$ cat config.mk
export PLATFORM = sky130hd
export DESIGN_NAME = crc8_rx_check
export DESIGN_NICKNAME = d
export VERILOG_FILES = /design/src/rtl/crc8_rx_check.sv
export SDC_FILE = /design/constraint.sdc
export NUM_CORES = 1
export LEC_CHECK = 0
export ABC_AREA = 1
export BUFFER_PORTS_ARGS = -buffer_cell sky130_fd_sc_hd__buf_2
export CAP_MARGIN = 15
export CORE_MARGIN = 8
export CORE_UTILIZATION = 52
export DETAILED_ROUTE_END_ITERATION = 6
export PLACE_DENSITY = 0.9
export SYNTH_ARGS = -nofsm -noshare
export SYNTH_HDL_FRONTEND = slang
export SYNTH_SLANG_ARGS = --single-unit
$ cat constraint.sdc
create_clock -name clk -period 3.3 [get_ports clk]
set_input_delay 0.33 -clock clk [delete_from_list [all_inputs] [get_ports clk]]
set_output_delay 0.33 -clock clk [all_outputs]
set_load 0.02 [all_outputs]
$ cat src/rtl/crc8_rx_check.sv
module crc8_rx_check #(
  parameter logic [7:0] POLY   = 8'h8C,
  parameter bit         SERIAL = 1'b0
) (
  input  logic       clk,
  input  logic       rst_n,
  input  logic       clr,
  input  logic       byte_vld,
  input  logic [7:0] byte_in,
  output logic [7:0] crc_out,
  output logic       busy,
  output logic       frame_ok
);
  localparam int BITS = 8;
  localparam int CNT_W = $clog2(BITS + 1);
  localparam logic [CNT_W-1:0] CNT_LOAD = CNT_W'(BITS);

  logic [7:0] crc_q;
  logic       seen_q;

  function automatic logic [7:0] shift1(input logic [7:0] v);
    return v[0] ? ((v >> 1) ^ POLY) : (v >> 1);
  endfunction

  function automatic logic [7:0] fold8(input logic [7:0] v);
    logic [7:0] t;
    t = v;
    for (int i = 0; i < BITS; i++) t = shift1(t);
    return t;
  endfunction

  generate
    if (SERIAL) begin : g_ser
      logic [CNT_W-1:0] cnt_q;
      always_ff @(posedge clk or negedge rst_n) begin
        if (!rst_n) begin
          crc_q <= '0;
          cnt_q <= '0;
        end else if (clr) begin
          crc_q <= '0;
          cnt_q <= '0;
        end else if (cnt_q != '0) begin
          crc_q <= shift1(crc_q);
          cnt_q <= cnt_q - 1'b1;
        end else if (byte_vld) begin
          crc_q <= crc_q ^ byte_in;
          cnt_q <= CNT_LOAD;
        end
      end
      assign busy = (cnt_q != '0);
    end else begin : g_par
      always_ff @(posedge clk or negedge rst_n) begin
        if (!rst_n)        crc_q <= '0;
        else if (clr)      crc_q <= '0;
        else if (byte_vld) crc_q <= fold8(crc_q ^ byte_in);
      end
      assign busy = 1'b0;
    end
  endgenerate

  always_ff @(posedge clk or negedge rst_n) begin
    if (!rst_n)                 seen_q <= 1'b0;
    else if (clr)               seen_q <= 1'b0;
    else if (byte_vld && !busy) seen_q <= 1'b1;
  end

  assign crc_out  = crc_q;
  assign frame_ok = seen_q && (crc_q == 8'h00) && !busy;
endmodule

* Word-level counts from Yosys, hierarchy flattened
Index checks and enable logic that the tools add are counted.
Word-level totals: bits in registers 9, bits in latches 0, memory bits (writable) 0, ROM bits 0, output and inout bits 10, memories kept 0
Cells by class: add/sub/neg operators 0, $mul 0, divide/modulo/power cells 0, $lt $le $gt $ge 0, eq/ne operators 0, shifts and indexed selects 0, mux-type cells 12, bitwise gates (word level) 9, reductions and logical operators 3
Operators by type and width (number):
- $mux W8 | 10
- $not A2 Y3 | 8
- $logic_not A8 Y1 | 1
- $xor A8 B8 Y8 | 1
- $mux W1 | 2
- $reduce_bool A2 Y1 | 1
- $logic_and A1 B1 Y1 | 1

* Logic depth before layout (Yosys ltp)
word-level depth 19, gate-level depth with buffers 11, depth with buffers taken out 11

* Worst setup path before layout
No wires, ideal clock.
kind register -> output, start reg crc_q[3], in the netlist crc_out[3], end out frame_ok, data arrival time 1310 ps, required time 2970 ps, setup slack 1660 ps, stages on the path, launching flop included 4, buffers on the path 0, cell sequence dfrtp_1 nor4_1 nand3_1 nor3_1
On the way: longest elaborated chain between the ends 2
RTL lines:
- from (decl) | line 18 | logic [7:0] crc_q;
- from (signal assigned) | line 55 | else if (byte_vld) crc_q <= fold8(crc_q ^ byte_in);
- $logic_not A8 Y1 | line 68 | assign frame_ok = seen_q && (crc_q == 8'h00) && !busy;
- $logic_and A1 B1 Y1 | line 68
- to (decl) | line 12 | output logic frame_ok
Every way passes these cells.

* Worst setup path after layout
Same ends and word-level chain as after synthesis.

==> results <==
- The number of inserted filler cells in the final layout is 111.
- Synthesis produced a netlist whose cell count is 109.
- From left edge to right edge, the die measures approximately 53 µm.
- Setup violations remaining at the end of the flow were counted as 0.
- The vertical extent of the die is approximately 53 µm.
- The total chip power is about 0.55 mW.
- In the final layout, the share of cells above drive strength 1 is between 20% and 30%.
- Derived from the worst setup path, the maximum achievable clock frequency is 0.570 GHz.
- The core region is between 1000 and 1500 µm².
- Of the available clock period, the critical path in the final layout requires 53.1%.
- Data arrives at the worst endpoint at between 1 and 1.5 ns.
- During placement, the flow inserted port buffers numbering 20.
- The final standard cell area without fillers is 853 µm².
- The worst path needs approximately 1.8 ns of the cycle, external delays included.
- The final layout contains routed wiring with a total length of roughly 1800 µm.
- The number of buffers created by CTS is 3.
- The count of different cell masters after synthesis is 18.
- The top routing layer in use is met4.
- The floorplan step defined a die boundary enclosing about 2800 µm².
- The average wire per standard cell is approximately 12 µm.
- The family with the most delay on the worst path is simple AND/OR/NAND/NOR gates.
- The static power due to leakage is approximately 0.52 nW.
- The setup check on the worst reg-to-reg path leaves a slack of about 1.9 ns.
- The category of the most critical setup path is flop to primary output.
- The final layout contains 146 nets.
- The met3 wirelength from detailed routing is ~110 µm.
- The number of global-route vias before repair came to 715.
- The initial core utilization is ~55%.
- The global-route wire length before repair is roughly 3000 µm.
- The path with the worst hold slack has its endpoint at seen_q$_DFFE_PN0P_.
- Using the TritonRoute via totals, the vias-per-cell ratio works out to just over 5.
- Adding up every negative setup slack in the final design gives 0 ns.
- Averaged over all synthesized cells, the footprint is 6.47 µm².
- At the worst endpoint, the required time is 2.97 ns.
- CTS saw 9 sinks.
- The clock passes through at most 2 buffers.
- The clock edge transition at the registers on the reported setup and hold paths is 0.05 ns.
- The run finished with clean final reports.
- Across the VDD grid, the largest voltage drop is around 0.43 mV.
- The post-synthesis register bit count is 9.
- CTS built an H-tree with a depth of 1.
- The startpoint of the most critical hold path is clr.
- Setup repair after global routing left no endpoint under its margin.
- The placement row count is 13.
- The initial antenna violation count is 0.
- The overall track demand over capacity in global routing is 14.1%.
- The count of buffer and inverter cells on the critical path is 1.
- For the worst-skew pair, the clock arrives at the later sink with an insertion delay of 0.25 ns.
- The worst path setup slack after routing is around 1.5 ns.
- After detailed routing, the wire length on met1 is a little over 700 µm.
- The worst min-delay path category is primary input to flop.
- The detailed route wirelength on metal2 is ~950 µm.
- The number of vias in the routed layout is 744.
- Counting cells, the worst reg-to-reg path comes to 11.
- Counting instances, the worst hold path has a depth of 2.
- The worst slack at placement is 1.80 ns.
- The worst-case clock skew is approximately 0.0034 ns.
- The worst setup path is launched from a flop.
- The pre-antenna-repair detailed-routing pass consisted of 4 iterations.
- The worst reg2reg path endpoint is crc_out[2]$_DFFE_PN0P_.
- The net count after synthesis is ~120.
- The repair_antennas step left the layout with diodes totalling 0.
- The cell area that synthesis handed to floorplanning was just over 700 µm².
- In this run the count of I/O pins placed on the die edge is 22.
- The number of nets still failing antenna checks after routing is 0.
- TritonCTS built the clock tree.
- The post-detailed-placement half-perimeter wirelength is roughly 1500 µm.
- Traced cell by cell, the critical path runs through nor4_1 -> nand3_1 -> nor3_1 -> buf_2.
- STA classifies the critical path endpoint as a primary output.
- The maximum number of pins on one net before global-route repair is 10.
- For this run, design rule violations remaining after detail routing come to 0.
- Of all nets on the critical path, the largest fanout is 5.
- The area growth from synthesis to final layout is 20.9%.
- In this run the power density over the cells is between 600 and 700 nW/µm².
- Routability-driven placement finished with a final weighted congestion of 0.900.
- Across the run, the number of max-cap violations was 0.
- The tightest hold margin is about 0.26 ns.
- During synthesis, Yosys emitted a total of 0 warnings.
- The tree is rooted in a sky130_fd_sc_hd__clkbuf_4.
- In this run, the number of DRC markers left after iteration 0 of detailed routing was 17.
- The reg-to-reg startpoint is crc_out[1]$_DFFE_PN0P_.
- The critical path's slowest cell is sky130_fd_sc_hd__dfrtp_1.
- For this run, the register share of the synthesized area comes to 31.9%.
- The placed instances occupy a cell area of around 820 µm².
- The hold violation count in the final report is 0.
- On the worst path, the slowest cell contributes a delay of roughly 0.43 ns.
- The final global-route overflow total is 0.
- The count of pins over their slew limit is 0.
- In this run, post-CTS repair resized a total of 0 instances.
[layout make-up]
cell class / count / area [µm²] / share of cell area (%)
Clock buffer: 4 / 26.3 / 3.08
Sequential cell: 9 / 225 / 26.4
Inverter: 13 / 48.8 / 5.72
Multi-Input combinational cell: 86 / 424 / 49.7
Timing Repair Buffer: 21 / 110 / 12.9
Tap cell: 15 / 18.8 / 2.20
[worst max path at each step]
stage               slack (ns)  cells past startpoint                    from  endpoint
finish                    1.55                      4  crc_out[3]$_DFFE_PN0P_  frame_ok
global route              1.44                      4  crc_out[3]$_DFFE_PN0P_  frame_ok
CTS                       1.53                      4  crc_out[3]$_DFFE_PN0P_  frame_ok
detailed placement        1.80                      4  crc_out[3]$_DFFE_PN0P_  frame_ok
global placement          1.87                      4  crc_out[3]$_DFFE_PN0P_  frame_ok
floorplan                 1.66                      3  crc_out[3]$_DFFE_PN0P_  frame_ok
[power breakdown]
group          switching (mW)  internal, mW  leakage [nW]
Combinational           0.194         0.110         0.384
Clock                  0.0339        0.0463        0.0150
Sequential             0.0349         0.135         0.118
[worst reg2reg max path, cell delays in order (launching register included)]
cell	delay, ns
sky130_fd_sc_hd__dfrtp_1	0.45
sky130_fd_sc_hd__inv_1	0.09
sky130_fd_sc_hd__nand2_1	0.08
sky130_fd_sc_hd__nand2_2	0.07
sky130_fd_sc_hd__nand2_1	0.08
sky130_fd_sc_hd__nand2_1	0.05
sky130_fd_sc_hd__nand2_1	0.05
sky130_fd_sc_hd__nand3_1	0.11
sky130_fd_sc_hd__nand2_1	0.13
sky130_fd_sc_hd__nand2_1	0.06
sky130_fd_sc_hd__nand3_1	0.09
sky130_fd_sc_hd__nand2_1	0.05
[repair_timing]
| item | 4_1_cts | 5_1_grt |
|---|---|---|
| hold buffers | 1 | 0 |
| setup buffers | 0 | 0 |
| endpoints found under the setup margin | 0 | 0 |
| hold endpoints to repair | 9 | 0 |
[state kept, by name (all words and copies together) (netlist names)]
name and cells:
crc_out 8, seen_q 1
[synthesized netlist by cell type]
library cell	instances	area share [%]
sky130_fd_sc_hd__nor2_1	7	3.7
sky130_fd_sc_hd__xnor2_2	2	4.6
sky130_fd_sc_hd__o21ai_1	3	2.1
sky130_fd_sc_hd__o21ai_0	1	0.71
sky130_fd_sc_hd__xor2_2	1	2.3
sky130_fd_sc_hd__dfrtp_1	9	32
sky130_fd_sc_hd__xor2_1	5	6.2
sky130_fd_sc_hd__nand3_1	11	7.8
sky130_fd_sc_hd__xnor2_1	1	1.2
sky130_fd_sc_hd__nand2_2	1	0.89
sky130_fd_sc_hd__nand3_2	1	1.4
sky130_fd_sc_hd__conb_1	1	0.53
sky130_fd_sc_hd__inv_1	13	6.9
sky130_fd_sc_hd__o22ai_1	1	0.89
sky130_fd_sc_hd__buf_4	1	1.1
sky130_fd_sc_hd__nor4_1	1	0.89
sky130_fd_sc_hd__nand2_1	49	26
sky130_fd_sc_hd__nor3_1	1	0.71
[stage by stage]
stage / utilization (%) / cells
6_report: 66.4 / 148
5_1_grt: 66.4 / 148
4_1_cts: 66.4 / 148
3_5_place_dp: 63.6 / 143
3_3_place_gp: 63.6 / 143
2_1_floorplan: - / 109
[cell families (layout without fill, tap and decap cells)]
logic type                after synthesis  in the layout  synth area share (%)
AOI/OAI and AO/OA                       5              5                  3.72
other                                   1              1                 0.531
xor gates and xnor gates                9              9                  14.4
DFF                                     9              9                  31.9
and+or+nand+nor                        71             71                  41.5
buffers and inverters                  14             38                  7.98
[metal layers]
metal / up-vias / GRT usage, %
li1: 384 / -
met1: 327 / 15.4
met2: 29 / 25.2
met3: 4 / 1.70
met4: 0 / 7.76
met5: - / 0
[layout by cell type (no fill, tap or decap)]
cell type,count
sky130_fd_sc_hd__nand2_1,49
sky130_fd_sc_hd__buf_2,20
sky130_fd_sc_hd__inv_1,13
sky130_fd_sc_hd__nand3_1,11
sky130_fd_sc_hd__dfrtp_1,9
sky130_fd_sc_hd__nor2_1,7
sky130_fd_sc_hd__xor2_1,5
sky130_fd_sc_hd__o21ai_1,3
sky130_fd_sc_hd__clkbuf_4,3
sky130_fd_sc_hd__xnor2_2,2
sky130_fd_sc_hd__nor4_1,1
sky130_fd_sc_hd__nor3_1,1
sky130_fd_sc_hd__xnor2_1,1
sky130_fd_sc_hd__o21ai_0,1
sky130_fd_sc_hd__nand2_2,1
sky130_fd_sc_hd__xor2_2,1
sky130_fd_sc_hd__o22ai_1,1
sky130_fd_sc_hd__nand3_2,1
sky130_fd_sc_hd__conb_1,1
sky130_fd_sc_hd__clkbuf_1,1
sky130_fd_sc_hd__dlygate4sd3_1,1
(Power assumes the default switching activity.)
